### config.mk
export PLATFORM = sky130hd
export DESIGN_NAME = srx_top
export DESIGN_NICKNAME = d
export VERILOG_FILES = /design/src/rtl/srx_pkg.sv /design/src/rtl/srx_sync.sv /design/src/rtl/srx_framer.sv /design/src/rtl/srx_fifo.sv /design/src/rtl/srx_top.sv
export SDC_FILE = /design/constraint.sdc
export NUM_CORES = 1
export LEC_CHECK = 0
export BUFFER_PORTS_ARGS = -buffer_cell sky130_fd_sc_hd__buf_4
export CORE_MARGIN = 2
export CORE_UTILIZATION = 35
export CTS_BUF_LIST = sky130_fd_sc_hd__clkbuf_8
export CTS_CLUSTER_DIAMETER = 100
export DETAILED_ROUTE_END_ITERATION = 16
export GPL_ROUTABILITY_DRIVEN = 0
export MAX_ROUTING_LAYER = met4
export PLACE_DENSITY = 0.6
export SLEW_MARGIN = 10
export SYNTH_ARGS = -nofsm -noshare
export SYNTH_HDL_FRONTEND = slang
export SYNTH_SLANG_ARGS = --single-unit
export TNS_END_PERCENT = 10
### constraint.sdc
create_clock -name clk -period 2.8 [get_ports clk]
set_clock_uncertainty 0.1 [all_clocks]
set_input_delay 0.7 -clock clk [delete_from_list [all_inputs] [get_ports clk]]
set_output_delay 0.7 -clock clk [all_outputs]
set_load 0.05 [all_outputs]
### src/rtl/srx_pkg.sv
package srx_pkg;
    typedef enum logic [2:0] {
        ST_IDLE, ST_START, ST_DATA, ST_PAR, ST_STOP, ST_HOLD
    } srx_state_e;

    typedef struct packed {
        logic [7:0] data;
        logic       perr;
        logic       ferr;
        logic       brk;
    } srx_entry_t;

    localparam logic [2:0] PAR_NONE  = 3'd0;
    localparam logic [2:0] PAR_EVEN  = 3'd1;
    localparam logic [2:0] PAR_ODD   = 3'd2;
    localparam logic [2:0] PAR_LOW   = 3'd3;
    localparam logic [2:0] PAR_HIGH  = 3'd4;
endpackage

### src/rtl/srx_sync.sv
module srx_sync #(
    parameter int STAGES = 2
) (
    input  logic clk,
    input  logic rst_n,
    input  logic din,
    output logic dout
);
    typedef struct packed {
        logic [STAGES-1:0] pipe;
    } sync_t;

    sync_t sync_d, sync_q;

    always_comb begin
        sync_d      = sync_q;
        sync_d.pipe = {sync_q.pipe[STAGES-2:0], din};
    end

    always_ff @(posedge clk or negedge rst_n) begin
        if (!rst_n) sync_q <= '{pipe: '1};
        else        sync_q <= sync_d;
    end

    assign dout = sync_q.pipe[STAGES-1];
endmodule

### src/rtl/srx_framer.sv
module srx_framer
    import srx_pkg::*;
#(
    parameter int OSR = 16
) (
    input  logic       clk,
    input  logic       rst_n,
    input  logic       tick,
    input  logic       rxd,
    input  logic [1:0] cfg_len,
    input  logic [2:0] cfg_par,
    output logic       push,
    output srx_entry_t entry
);
    localparam int CW = $clog2(OSR);
    localparam logic [CW-1:0] LAST_TICK = CW'(OSR - 1);
    localparam logic [CW-1:0] MID_TICK  = CW'(OSR / 2 - 1);

    typedef struct packed {
        srx_state_e state;
        logic [CW-1:0] cnt;
        logic [2:0] idx;
        logic [7:0] shreg;
        logic       parbit;
        logic       push;
        srx_entry_t entry;
    } fr_t;

    fr_t fr_d, fr_q;

    logic       par_en;
    logic       par_exp;
    logic       all_low;
    logic [2:0] last_idx;

    always_comb begin
        par_en   = (cfg_par >= PAR_EVEN) && (cfg_par <= PAR_HIGH);
        last_idx = 3'(cfg_len) + 3'd4;
        case (cfg_par)
            PAR_EVEN: par_exp = ^fr_q.shreg;
            PAR_ODD:  par_exp = ~^fr_q.shreg;
            PAR_HIGH: par_exp = 1'b1;
            default:  par_exp = 1'b0;
        endcase
        all_low = (fr_q.shreg == 8'd0) && !(par_en && fr_q.parbit) && !rxd;

        fr_d      = fr_q;
        fr_d.push = 1'b0;
        case (fr_q.state)
            ST_IDLE: if (tick && !rxd) begin
                fr_d.state = ST_START;
                fr_d.cnt   = '0;
            end
            ST_START: if (tick) begin
                if (fr_q.cnt == MID_TICK) begin
                    fr_d.cnt   = '0;
                    fr_d.idx   = '0;
                    fr_d.shreg = '0;
                    fr_d.state = rxd ? ST_IDLE : ST_DATA;
                end else begin
                    fr_d.cnt = fr_q.cnt + 1'b1;
                end
            end
            ST_DATA: if (tick) begin
                if (fr_q.cnt == LAST_TICK) begin
                    fr_d.cnt = '0;
                    fr_d.shreg[fr_q.idx] = rxd;
                    if (fr_q.idx == last_idx) fr_d.state = par_en ? ST_PAR : ST_STOP;
                    else                      fr_d.idx = fr_q.idx + 1'b1;
                end else begin
                    fr_d.cnt = fr_q.cnt + 1'b1;
                end
            end
            ST_PAR: if (tick) begin
                if (fr_q.cnt == LAST_TICK) begin
                    fr_d.cnt    = '0;
                    fr_d.parbit = rxd;
                    fr_d.state  = ST_STOP;
                end else begin
                    fr_d.cnt = fr_q.cnt + 1'b1;
                end
            end
            ST_STOP: if (tick) begin
                if (fr_q.cnt == LAST_TICK) begin
                    fr_d.cnt        = '0;
                    fr_d.push       = 1'b1;
                    fr_d.entry.brk  = all_low;
                    fr_d.entry.data = all_low ? 8'd0 : fr_q.shreg;
                    fr_d.entry.ferr = !rxd && !all_low;
                    fr_d.entry.perr = !all_low && par_en && (fr_q.parbit != par_exp);
                    fr_d.state      = all_low ? ST_HOLD : ST_IDLE;
                end else begin
                    fr_d.cnt = fr_q.cnt + 1'b1;
                end
            end
            ST_HOLD: if (tick && rxd) fr_d.state = ST_IDLE;
            default: fr_d.state = ST_IDLE;
        endcase
    end

    always_ff @(posedge clk or negedge rst_n) begin
        if (!rst_n) fr_q <= '{state: ST_IDLE, default: '0};
        else        fr_q <= fr_d;
    end

    assign push  = fr_q.push;
    assign entry = fr_q.entry;
endmodule

### src/rtl/srx_fifo.sv
module srx_fifo
    import srx_pkg::*;
#(
    parameter int DEPTH = 4
) (
    input  logic       clk,
    input  logic       rst_n,
    input  logic       push,
    input  srx_entry_t wdata,
    input  logic       pop,
    input  logic       ovr_clr,
    output srx_entry_t rdata,
    output logic       valid,
    output logic [$clog2(DEPTH):0] count,
    output logic       ovr
);
    localparam int PW = $clog2(DEPTH);
    localparam logic [PW:0]   FULL_CNT = (PW+1)'(DEPTH);
    localparam logic [PW-1:0] LAST_PTR = PW'(DEPTH - 1);

    typedef struct packed {
        srx_entry_t [DEPTH-1:0] mem;
        logic [PW-1:0] wp;
        logic [PW-1:0] rp;
        logic [PW:0]   cnt;
        logic          ovr;
    } fifo_t;

    fifo_t ff_d, ff_q;
    logic pop_ok, accept;

    always_comb begin
        pop_ok = pop && (ff_q.cnt != '0);
        accept = push && ((ff_q.cnt != FULL_CNT) || pop_ok);
        ff_d   = ff_q;
        if (pop_ok) ff_d.rp = (ff_q.rp == LAST_PTR) ? '0 : ff_q.rp + 1'b1;
        if (accept) begin
            ff_d.mem[ff_q.wp] = wdata;
            ff_d.wp = (ff_q.wp == LAST_PTR) ? '0 : ff_q.wp + 1'b1;
        end
        ff_d.cnt = ff_q.cnt + (PW+1)'(accept) - (PW+1)'(pop_ok);
        if (push && !accept) ff_d.ovr = 1'b1;
        else if (ovr_clr)    ff_d.ovr = 1'b0;
    end

    always_ff @(posedge clk or negedge rst_n) begin
        if (!rst_n) ff_q <= '0;
        else        ff_q <= ff_d;
    end

    assign rdata = ff_q.mem[ff_q.rp];
    assign valid = (ff_q.cnt != '0);
    assign count = ff_q.cnt;
    assign ovr   = ff_q.ovr;
endmodule

### src/rtl/srx_top.sv
module srx_top
    import srx_pkg::*;
#(
    parameter int OSR   = 16,
    parameter int DEPTH = 4
) (
    input  logic       clk,
    input  logic       rst_n,
    input  logic       baud_tick,
    input  logic       rxd_in,
    input  logic [1:0] cfg_len,
    input  logic [2:0] cfg_par,
    input  logic       rd_en,
    output logic       rd_valid,
    output logic [7:0] rd_data,
    output logic       rd_perr,
    output logic       rd_ferr,
    output logic       rd_brk,
    output logic       ovr_flag,
    input  logic       ovr_clr
);
    logic       rxd_s;
    logic       frm_push;
    srx_entry_t frm_entry;
    srx_entry_t head;
    logic [$clog2(DEPTH):0] fifo_count;

    srx_sync #(.STAGES(2)) u_sync (
        .clk(clk), .rst_n(rst_n), .din(rxd_in), .dout(rxd_s)
    );

    srx_framer #(.OSR(OSR)) u_framer (
        .clk(clk), .rst_n(rst_n), .tick(baud_tick), .rxd(rxd_s),
        .cfg_len(cfg_len), .cfg_par(cfg_par),
        .push(frm_push), .entry(frm_entry)
    );

    srx_fifo #(.DEPTH(DEPTH)) u_fifo (
        .clk(clk), .rst_n(rst_n), .push(frm_push), .wdata(frm_entry),
        .pop(rd_en), .ovr_clr(ovr_clr), .rdata(head), .valid(rd_valid),
        .count(fifo_count), .ovr(ovr_flag)
    );

    assign rd_data = head.data;
    assign rd_perr = head.perr;
    assign rd_ferr = head.ferr;
    assign rd_brk  = head.brk;
endmodule

## After elaboration in Yosys (flattened, before gate mapping)

Index checks and enable logic that the tools add are counted.
W data, S select, Z words.

- Register bits after elaboration: 85
- Input port bits: 11
- Output and inout port bits: 13

- Magnitude comparators: 7
- Reductions and logical operators: 33
- $add $sub $neg: 7
- Muxes and demuxes: 39
- Eq/ne operators: 27

Operators with widths:

| kind | number |
|---|---|
| $bwmux W44 | 1 |
| $mux W11 | 4 |
| $mux W12 | 3 |
| $mux W18 | 2 |
| $mux W3 | 9 |
| $bmux W11 S2 | 1 |
| $demux W11 S2 | 1 |
| $pmux W11 S2 | 1 |
| $mux W7 | 3 |
| $pmux W4 S5 | 1 |
| $pmux W3 S6 | 1 |
| $logic_and A1 B1 Y1 | 14 |
| $ne A2 B1 Y1 const B | 7 |
| $reduce_and A6 Y1 | 2 |
| $reduce_and A11 Y1 | 1 |
| $ne A2 B2 Y1 const B | 5 |
| $eq A3 B2 Y1 const B | 3 |
| $eq A3 B3 Y1 const B | 3 |
| $bwmux W8 | 1 |
| $logic_not A8 Y1 | 1 |
| $mux W4 | 2 |
| $mux W8 | 1 |
| $reduce_xnor A8 Y1 | 1 |
| $reduce_xor A8 Y1 | 1 |
| 30 further kinds | 44 |

## Depth between registers and ports, before layout

Gate-level depths: netlist of run 1.

- Depth after elaboration: 12
- Gate-level depth with buffers: 8
- Mapped depth without buffers: 8

## Modules after synthesis

From an unflattened synthesis of run 1, not the netlist that was laid out.

- Cells, all modules: 363
- Area total of the unflattened synthesis: 4374.2 um^2

By module, submodules not included:

| module | area an instance (um^2) | cells each | sequential area each (um^2) | instances |
|---|---|---|---|---|
| srx_fifo | 2399.8 | 153 | 1301.2 | 1 |
| srx_framer | 1921.8 | 208 | 775.7 | 1 |
| srx_sync | 52.6 | 2 | 52.6 | 1 |

## Worst setup path after synthesis of run 1

Ideal clock, no wire load.

- Kind: register -> register
- Start: register u_fifo.ff_q, in the netlist u_fifo.count[1]
- End: register u_fifo.ff_q, in the netlist u_fifo.count[2]
- Arrival: 2.215 ns
- Required time: 2.577 ns
- Setup slack: 0.362 ns
- Cell stages (with the launch flop): 9
- Path buffers: 0
- Cells stage by stage: dfrtp_1 -> or3_1 -> nand2_1 -> inv_1 -> ha_1 -> inv_1 -> ha_1 -> fa_1 -> xnor2_1

RTL lines:

| what | RTL line | RTL |
|---|---|---|
| start: declaration | srx_fifo.sv:29 | `fifo_t ff_d, ff_q;` |
| start signal: assignment | srx_fifo.sv:47 | `if (!rst_n) ff_q <= '0;` |
| start signal: assignment | srx_fifo.sv:48 | `else ff_q <= ff_d;` |

## Worst setup path in the final report of run 1

- Start: register u_fifo.ff_q[5] in the netlist's numbering
- End: output port rd_data[6]

- Longest elaborated chain between the ends: 2

Ends and longest elaborated chain:

| what | RTL line | RTL |
|---|---|---|
| $bmux W11 S2 | srx_fifo.sv:51 | `assign rdata = ff_q.mem[ff_q.rp];` |
| $mux W11 (not written as such) | srx_fifo.sv:51 |  |
| end: declaration | srx_top.sv:15 | `output logic [7:0] rd_data,` |

Every way passes these cells. The select of a mux whose other input is x is not followed.

==> results of run 1 <==
-- synth_stat cells, types with 2 or more instances --
cell type	instances
dfrtp_1	83
mux2_2	42
nand2_1	28
o21ai_0	25
inv_1	21
ha_1	13
mux4_2	11
a21oi_1	10
nand3_1	10
nor2_1	10
a22o_1	9
clkbuf_1	7
xnor2_1	6
a31oi_1	5
nand3b_1	5
buf_2	4
buf_4	4
nor2b_1	4
or3_1	4
a21o_1	3
mux2i_1	3
nor3_1	3
a211o_1	2
a21boi_0	2
and2_1	2
dfstp_2	2
nor3b_1	2
nor4_1	2
o31ai_1	2
o41ai_1	2
xor2_1	2
-- stage by stage --
step,hold WS [ns],util,std cells,setup slack [ns],total power [mW]
after global placement,0.246,0.382,510,0.377,2.22
after global routing,0.217,0.400,526,0.172,3.34
after CTS,0.201,0.400,526,0.206,3.18
final,0.182,0.400,526,0.199,3.13
after floorplan,0.245,-,350,0.362,2.07
after detailed placement,0.247,0.382,510,0.316,2.24
-- sequential cells by signal (all words and copies together), names as in the netlist --
signal          cells
u_fifo.ff_q        48
u_framer.fr_q      19
u_framer.entry     11
u_fifo.count        3
u_sync.sync_q       2
u_fifo.ovr          1
u_framer.push       1
-- cell type report --
class / instances / area share
flip-flops and latches: 85 / 0.449
multi-input cells: 227 / 0.401
repair buffers: 30 / 0.0501
well taps: 147 / 0.0388
clock buffers: 10 / 0.0290
inverters: 21 / 0.0166
clock inverters: 6 / 0.0156
-- path summary, 6_finish.rpt --
check | from | to | depth (start not counted)
max | u_fifo.ff_q[5]$_DFFE_PN0P_ | rd_data[6] | 2
min in group clk | u_sync.sync_q[0]$_DFF_PN1_ | u_sync.sync_q[1]$_DFF_PN1_ | 0
min | rst_n | u_fifo.count[1]$_DFF_PN0_ | 1
min reg2reg | u_sync.sync_q[0]$_DFF_PN1_ | u_sync.sync_q[1]$_DFF_PN1_ | 0
max in group asynchronous | rst_n | u_framer.entry[9]$_DFFE_PN0P_ | 2
max reg2reg | u_fifo.count[1]$_DFF_PN0_ | u_fifo.count[2]$_DFF_PN0_ | 8
-- cell usage in the layout (no fill, tap or decap), drive strengths merged, types with 4 or more instances in the layout --
cell and count:
mux2 42, nand3 10, inv 26, nand3b 5, a31oi 6, a22o 9
nor2 10, dfrtp 83, buf 30, xnor2 6, mux4 11, o21ai 26
ha 13, nor2b 4, or3 4, a21oi 11, nand2 28, clkbuf 10
-- worst max-delay path: stages, from the launching register on --
cell and delay [ns]:
dfrtp_1 0.78, mux4_2 0.44, buf_4 0.21
-- where the power goes --
part | internal [mW] | total (mW) | switching (mW) | leakage [nW]
sequential | 1.32 | 1.51 | 0.192 | 1.14
combinational | 0.326 | 0.695 | 0.369 | 0.953
clock | 0.452 | 0.921 | 0.469 | 0.109
-- layer usage --
layer | wire (um) | vias to the layer above | global-route usage
met5 | 0 | - | -
met4 | 129 | 0 | 0.0431
met3 | 221 | 12 | 0.0340
met2 | 3830 | 31 | 0.222
met1 | 3690 | 1369 | 0.179
li1 | - | 1307 | -
-- cell families (layout without fill, tap and decap cells) --
| logic type | after synthesis | in the layout | synth area share |
|---|---|---|---|
| fa+ha+maj | 14 | 14 | 0.0435 |
| compound gates | 70 | 70 | 0.116 |
| xor+xnor | 8 | 8 | 0.0167 |
| buf+inv | 38 | 67 | 0.0405 |
| flops | 85 | 85 | 0.507 |
| mux | 56 | 56 | 0.179 |
| simple gates | 79 | 79 | 0.0974 |
==> key figures, run 1 <==
Place
  • Port Buffers: 23
  • Dpl cell area: 0.00453 mm2
  • Final HPWL DP: roughly 5.5 mm

CTS
  • Post-CTS Repair Setup Buffers: 0
  • Clock net sink count: 85
  • Clock Path Buffers: 2
  • H-tree lvl count: 3
  • Later-pin clock latency in the skew report: 0.37 ns
  • CTS tree: done
  • Hold buffers post-CTS: 0
  • CTS Root Cell: clkbuf_8
  • Clk slew on worst S/H paths: 0.09 ns
  • CTS-repair resized insts: 0
  • Num CTS Buffers: 9

Synthesis
  • Leading area contributor after synthesis: dfrtp_1
  • Fraction of registers with async set/reset: 1.00
  • Register bit count reported by yosys: 85
  • Synthesized Nets: roughly 380
  • Synth warn: 0
  • Synth top area share: 0.494
  • Synth Cell Area: 0.00420 mm2
  • Area contributors post-synth: dfrtp_1, mux2_2, mux4_2
  • Register area share after synthesis: 0.507
  • Unique masters post-synth: 53
  • Syn_area_per_cell: 12.0 um2
  • Mapped Cells: 350
  • Top_reg_cell synth: dfrtp_1
  • Number of synthesized flops with an enable pin: 0

Worst setup path
  • Worst EP arrival: 1.80 ns
  • Kind of critical path: reg2out
  • Crit path required time: approximately 2 ns
  • Setup slack, reg-to-reg: 0.58 ns
  • Crit-path max FO: 13
  • Crit. End Element: output pin
  • Worst Setup Start Kind: register

Global route
  • GRT Overall Usage: 0.140
  • Global-route wire length before repair: 13.8 mm
  • Vias in the first global route: 2,823
  • Grt ovf: 0
  • Initial antenna violation count: 0
  • Largest net degree at the start of global routing: 51

Final layout
  • Register Area: 0.00213 mm2
  • Area added between synthesis and finish: 12.9%
  • # diodes: 0
  • Share of layout cells above drive strength 1: 0.282
  • Final net count: approximately 400
  • Post-layout instance area: between 0.004 and 0.005 mm2
  • Layout fillers: between 1k and 1.5k
  • Multi-input gate area: 0.00190 mm2

Status
  • Status: finished clean

Routing
  • DR vias/cell: 5.17
  • Routed wire length: 7.87 mm
  • 1st-iter DRT viols: 150
  • DRC violations left: 0
  • Drt pass-1 iters: 4
  • Per-cell routed wire length: roughly 15 um
  • Antenna viol nets, final: 0
  • Via count: around 2.7k

STA
  • Tcrit/Tclk final: 0.929
  • Final setup viols: 0
  • RSZ-0062 raised after global routing: false
  • Worst relative slew slack: 0.554
  • Max Fclk: 384 MHz
  • Post-layout minimum cycle time: approximately 2.6 ns
  • Final hold violation count: 0
  • Worst-margin pin slew: 0.669 ns
  • Max Slew Vio Count: 0
  • Setup TNS: 0 ns

Floorplanning
  • Die width: 114 um
  • Initial core utilization: 0.354
  • Core area: 0.0119 mm2
  • Ports: 24
  • Die H: 114 um
  • DIE AREA: 0.0129 mm2
  • Rows: 40

Min path
  • Class of the tightest hold or removal check: in2async

Flow run
  • Max_cap viols: 0

Pwr
  • Leakage Power: 2.20 nW
  • Peak VDD IR: 399 uV
  • PD cells: around 660 mW/mm2
(Power assumes the default switching activity.)
==> inputs of run 2 (changes only) <==
--- a/config.mk
+++ b/config.mk
@@ -6,14 +6,15 @@
 export NUM_CORES = 1
 export LEC_CHECK = 0
 export BUFFER_PORTS_ARGS = -buffer_cell sky130_fd_sc_hd__buf_4
+export CORE_ASPECT_RATIO = 1.75
 export CORE_MARGIN = 2
-export CORE_UTILIZATION = 35
+export CORE_UTILIZATION = 59
 export CTS_BUF_LIST = sky130_fd_sc_hd__clkbuf_8
 export CTS_CLUSTER_DIAMETER = 100
 export DETAILED_ROUTE_END_ITERATION = 16
 export GPL_ROUTABILITY_DRIVEN = 0
 export MAX_ROUTING_LAYER = met4
-export PLACE_DENSITY = 0.6
+export PLACE_DENSITY = 0.87
 export SLEW_MARGIN = 10
 export SYNTH_ARGS = -nofsm -noshare
 export SYNTH_HDL_FRONTEND = slang
==> run 2 against run 1 <==
Effect of this change:
- cell area is 2.7% lower
- non-clock buffer count down 3
- sequential share of layout area up 1.3 points
- total power decreased by 2.8%
- sequential power about the same
- wire length grew 1.5%
- setup slack improved by 0.084 ns
- largest cell class unchanged
- first-iteration DRC count rose by 3.3%
- register-to-register slack worse by 0.07 ns
- clock-buffer cell count shrank 1
- final cell count down 13%
- critical path depth increased by 1
==> key figures, run 2 (synthesized netlist as in run 1, its figures left out) <==
Final layout
  • Area added between synthesis and finish: 9.83%
  • Share of layout cells above drive strength 1: 0.269 (-0.0137)
  • Register Area: 0.00213 mm2 (unchanged)
  • Layout fillers: 522 (-55%)
  • Final cell count without fillers: 460 (-13%)
  • Commonest non-fill, non-tap cell in the layout: dfrtp_1
  • # diodes: 0 (unchanged)
  • Multi-input gate area: 0.00190 mm2 (unchanged)
  • Final net count: 396 (-0.75%)
  • Post-layout instance area: 0.00461 mm2 (-2.7%)
  • Most frequent cells in the layout: dfrtp_1, mux2_2, nand2_1
  • Reg with most FFs: u_fifo.ff_q
  • Max reg flops: 48 (unchanged)

Global route
  • Global-route wire length before repair: 13.2 mm (-4.9%)
  • Initial antenna violation count: 0 (unchanged)
  • GRT Max-Usage Layer: met2
  • Vias in the first global route: 2,795 (-0.99%)
  • GRT Overall Usage: 0.236 (+0.0957)
  • Met2 GRT Util: 0.397 (+0.175)
  • Largest net degree at the start of global routing: 52 (+2.0%)
  • M3 GR Usage: 0.0534 (+0.0194)
  • Grt ovf: 0 (unchanged)
  • Met1 Track Usage GR: 0.260 (+0.0806)

STA
  • Worst-margin pin slew: 0.607 ns (-0.0613 ns)
  • Tcrit/Tclk final: 0.899 (-0.0299)
  • Setup TNS: 0 ns (unchanged)
  • Post-layout minimum cycle time: 2.52 ns (-0.0836 ns)
  • Max Fclk: 397 MHz (+3.3%)
  • RSZ-0062 raised after global routing: false
  • Final hold violation count: 0 (unchanged)
  • Worst relative slew slack: 0.594 (+0.0399)
  • Final setup viols: 0 (unchanged)
  • Max Slew Vio Count: 0 (unchanged)

Place
  • Port Buffers: 23 (unchanged)
  • DP Cell Count: 444 (-13%)
  • Dpl cell area: 0.00443 mm2 (-2.2%)
  • Final HPWL DP: 5.74 mm (+4.8%)

Worst setup path
  • Crit. End Element: output pin
  • Worst Setup Start Kind: register
  • Crit-path max FO: 14 (+1)
  • Crit path required time: 2.00 ns (about the same)
  • Worst EP arrival: 1.72 ns (-0.08 ns)
  • Kind of critical path: reg2out

CTS
  • Hold buffers post-CTS: 0 (unchanged)
  • Clock net sink count: 85 (unchanged)
  • Clk slew on worst S/H paths: 0.08 ns (about the same)
  • H-tree lvl count: 3 (unchanged)
  • Post-CTS Repair Setup Buffers: 0 (unchanged)
  • Num CTS Buffers: 9 (unchanged)
  • CTS Root Cell: clkbuf_8
  • Clock Path Buffers: 2 (unchanged)
  • Later-pin clock latency in the skew report: 0.36 ns (about the same)
  • CTS tree: done
  • CTS-repair resized insts: 0 (unchanged)

Routing
  • Antenna viol nets, final: 0 (unchanged)
  • Drt pass-1 iters: 4 (unchanged)
  • DR vias/cell: 6.00 (+16%)
  • DRC violations left: 0 (unchanged)
  • Routed wire length: 7.99 mm (+1.5%)
  • Per-cell routed wire length: 17.4 um (+16%)
  • 1st-iter DRT viols: 155 (+3.3%)
  • Via count: 2,760 (+1.5%)

Floorplanning
  • Initial core utilization: 0.608 (+0.254)
  • Ports: 24 (unchanged)
  • Rows: 40 (unchanged)
  • DIE AREA: 0.00784 mm2 (-39%)
  • Die width: 67.8 um (-40%)
  • Die H: 116 um (+1.8%)
  • Core area: 0.00691 mm2 (-42%)

Pwr
  • PD cells: 659 mW/mm2 (about the same)
  • Peak VDD IR: 626 uV (+57%)
  • Leakage Power: 2.19 nW (-0.65%)

Flow run
  • Max_cap viols: 0 (unchanged)

Min path
  • Class of the tightest hold or removal check: in2async

Status
  • Status: finished clean
-- run 2: final timing paths --
check,start,end,slack (ns),cells past startpoint
min,rst_n,u_fifo.ff_q[22]$_DFFE_PN0P_,0.19,1
max in group asynchronous,rst_n,u_fifo.ff_q[19]$_DFFE_PN0P_,1.79,2
min reg2reg,u_sync.sync_q[0]$_DFF_PN1_,u_sync.sync_q[1]$_DFF_PN1_,0.26,0
min in group clk,u_sync.sync_q[0]$_DFF_PN1_,u_sync.sync_q[1]$_DFF_PN1_,0.26,0
max,u_fifo.ff_q[4]$_DFFE_PN0P_,rd_data[1],0.28,3
max reg2reg,u_fifo.count[1]$_DFF_PN0_,u_fifo.count[2]$_DFF_PN0_,0.51,8
-- run 2: through the flow --
stage          utilization  hold slack (ns)  power [mW]  worst slack, ns
2_1_floorplan            -            0.245        2.07            0.362
3_3_place_gp         0.641            0.246        2.21            0.362
3_5_place_dp         0.641            0.247        2.25            0.250
4_1_cts              0.668            0.183        3.06            0.238
5_1_grt              0.668            0.213        3.21            0.193
6_report             0.668            0.188        3.04            0.282
-- run 2: final cells by class --
class                   count  area share
clock buffers               9      0.0268
clock inverters             7      0.0130
flip-flops and latches     85       0.461
repair buffers             27      0.0466
multi-input cells         227       0.412
inverters                  21      0.0171
well taps                  84      0.0228
-- run 2: report_power, final --
group / switching, mW / total, mW / internal, mW
registers: 0.196 / 1.52 / 1.32
clock network: 0.421 / 0.822 / 0.401
logic: 0.376 / 0.704 / 0.328
-- run 2: per-layer routing --
| metal | vias to the layer above | routed length, um | part of all wire |
|---|---|---|---|
| met5 | - | 0 | 0 |
| met4 | 0 | 204 | 0.026 |
| met3 | 16 | 215 | 0.027 |
| met2 | 44 | 4440 | 0.56 |
| met1 | 1405 | 3130 | 0.39 |
| li1 | 1295 | - | - |
-- run 2: critical path: stages (launching register included) --
cell and delay [ns]:
dfrtp_1 0.33, buf_4 0.27, mux4_2 0.55, buf_4 0.21
==> inputs of run 3 (changes only) <==
--- a/config.mk
+++ b/config.mk
@@ -13,6 +13,7 @@
 export CTS_CLUSTER_DIAMETER = 100
 export DETAILED_ROUTE_END_ITERATION = 16
 export GPL_ROUTABILITY_DRIVEN = 0
+export GPL_TIMING_DRIVEN = 0
 export MAX_ROUTING_LAYER = met4
 export PLACE_DENSITY = 0.87
 export SLEW_MARGIN = 10
==> constraint.sdc (replaced) <==
create_clock -name clk -period 2.4 [get_ports clk]
set_clock_uncertainty 0.1 [all_clocks]
set_input_delay 0.6 -clock clk [delete_from_list [all_inputs] [get_ports clk]]
set_output_delay 0.6 -clock clk [all_outputs]
set_load 0.05 [all_outputs]
==> run 3 against run 2 <==
Effect of this change:
- first-iteration DRC count up 41%
- register-to-register slack worse by 0.39 ns
- clock power is 30% higher
- global-route usage is 0.95 points higher
- hold slack gained 0.056 ns
- combinational power up 53%
- die area did not move
- critical path depth unchanged
- cell area rose by 2.4%
- critical path type unchanged
- critical endpoint is now rd_data[0]
- largest power group unchanged
==> key figures, run 3 (synthesized netlist as in run 1, its figures left out) <==
Status
  • Status: finished clean

STA
  • Worst relative slew slack: 0.300 (-0.294)
  • Hold Slack: 0.244 ns (+0.0565 ns)
  • Post-layout minimum cycle time: 2.35 ns
  • Max Fclk: 425 MHz
  • Final hold violation count: 0 (unchanged)
  • Max Slew Vio Count: 0 (unchanged)
  • Tcrit/Tclk final: 0.980
  • Final setup viols: 0 (unchanged)
  • Setup TNS: 0 ns (unchanged)
  • Worst-margin pin slew: 1.05 ns (+0.443 ns)
  • RSZ-0062 raised after global routing: false

Routing
  • Drt pass-1 iters: 4 (unchanged)
  • 1st-iter DRT viols: 219 (+41%)
  • Per-cell routed wire length: 17.6 um (+1.1%)
  • DRC violations left: 0 (unchanged)
  • Routed wire length: 8.32 mm (+4.2%)
  • Via count: 2,829 (+2.5%)
  • DR vias/cell: 5.97 (-0.53%)
  • Antenna viol nets, final: 0 (unchanged)

Global route
  • GRT Overall Usage: 0.245 (+0.00948)
  • Largest net degree at the start of global routing: 86 (+65%)
  • M3 GR Usage: 0.0495 (-0.00388)
  • Vias in the first global route: 2,892 (+3.5%)
  • Initial antenna violation count: 0 (unchanged)
  • Met2 GRT Util: 0.437 (+0.0399)
  • Met1 Track Usage GR: 0.256 (-0.00305)
  • GRT Max-Usage Layer: met2
  • Global-route wire length before repair: 13.6 mm (+3.4%)
  • Grt ovf: 0 (unchanged)

Floorplanning
  • Initial core utilization: 0.608 (unchanged)
  • Core area: 0.00691 mm2 (unchanged)
  • Ports: 24 (unchanged)
  • DIE AREA: 0.00784 mm2 (unchanged)
  • Rows: 40 (unchanged)
  • Die width: 67.8 um (unchanged)
  • Die H: 116 um (unchanged)

Place
  • Port Buffers: 23 (unchanged)
  • Final HPWL DP: 5.93 mm (+3.2%)
  • DP Cell Count: 457 (+2.9%)

Final layout
  • Commonest non-fill, non-tap cell in the layout: dfrtp_1
  • Final cell count without fillers: 474 (+3.0%)
  • Utilization after layout: 0.684 (+0.0161)
  • Final net count: 410 (+3.5%)
  • Area added between synthesis and finish: 12.5%
  • Most frequent cells in the layout: dfrtp_1, mux2_2, nand2_1, buf_4, o21ai_0
  • Max reg flops: 48 (unchanged)
  • # diodes: 0 (unchanged)
  • Reg with most FFs: u_fifo.ff_q
  • Share of layout cells above drive strength 1: 0.282 (+0.0134)

Worst setup path
  • Worst Setup Start Kind: register
  • Kind of critical path: reg2out
  • Crit-path max FO: 10 (-4)
  • Worst EP arrival: 1.65 ns (-0.07 ns)
  • Crit. End Element: output pin
  • Reg2Reg Capture Point: u_fifo.count[2]$_DFF_PN0_
  • Setup slack, reg-to-reg: 0.12 ns (-0.39 ns)
  • Critical Path End: rd_data[0]
  • R2R cell count: 8 (unchanged)
  • Crit path required time: 1.70 ns (-0.30 ns)
  • Worst r2r src: u_fifo.count[1]$_DFF_PN0_
  • Worst setup path startpoint: u_fifo.ff_q[4]$_DFFE_PN0P_

CTS
  • Num CTS Buffers: 9 (unchanged)
  • Later-pin clock latency in the skew report: 0.37 ns (about the same)
  • Clk slew on worst S/H paths: 0.08 ns (about the same)
  • CTS Root Cell: clkbuf_8
  • Clock net sink count: 85 (unchanged)
  • Clock Path Buffers: 2 (unchanged)
  • H-tree lvl count: 3 (unchanged)
  • CTS tree: done

Flow run
  • Max_cap viols: 0 (unchanged)

Min path
  • Class of the tightest hold or removal check: in2reg
  • Hold Startpoint: rxd_in

Pwr
  • Peak VDD IR: 631 uV (+0.79%)
  • Leakage Power: 2.24 nW (+2.3%)
  • PD cells: 803 mW/mm2 (+22%)
-- run 3: worst min-delay path by stage --
stage	endpoint	slack (ns)	cells after the start
2_1_floorplan	u_fifo.count[0]$_DFF_PN0_	0.20	0
3_3_place_gp	u_sync.sync_q[1]$_DFF_PN1_	0.25	0
3_5_place_dp	u_sync.sync_q[1]$_DFF_PN1_	0.25	0
4_1_cts	u_sync.sync_q[0]$_DFF_PN1_	0.23	1
5_1_grt	u_sync.sync_q[0]$_DFF_PN1_	0.23	1
6_report	u_sync.sync_q[0]$_DFF_PN1_	0.24	1
-- run 3: routing by layer --
metal / up-vias / part of all wire
li1: 1330 / -
met3: 14 / 0.031
met2: 50 / 0.56
met5: - / 0
met4: 0 / 0.019
met1: 1435 / 0.39
-- run 3: area by class of cell --
class                   instances  area (um2)
fillers                       515        2180
flip-flops and latches         85        2130
multi-input cells             227        1910
repair buffers                 24         180
clock buffers                   9         124
plain buffers                  17         110
well taps                      84         105
clock inverters                 7        83.8
inverters                      21        78.8
-- run 3: where the power goes --
part	internal, mW	switching (mW)	total (mW)
Sequential	1.54	0.104	1.65
Combinational	0.459	0.618	1.08
Clock	0.573	0.497	1.07
Total	2.58	1.22	3.80
-- run 3: worst max-delay path, stage by stage, from the launching register on --
cell and delay, ns:
dfrtp_2 0.40, buf_12 0.15, mux4_2 0.52, buf_4 0.21
-- run 3: through the flow --
step | total power, mW | cell area (um2) | setup slack [ns]
2_1_floorplan | 2.43 | 4210 | 0.143
3_3_place_gp | 2.64 | 4480 | 0.0148
3_5_place_dp | 2.69 | 4480 | 0.0108
4_1_cts | 3.78 | 4710 | 0.00250
5_1_grt | 4.00 | 4730 | 0.00496
6_report | 3.80 | 4730 | 0.0491
-- run 3: repair_timing --
item,4_1_cts,5_1_grt
hold buffers,0,0
cloned,0,0
endpoints found under the setup margin,9,9
gates resized for setup,4,4
buffers inserted,1,0
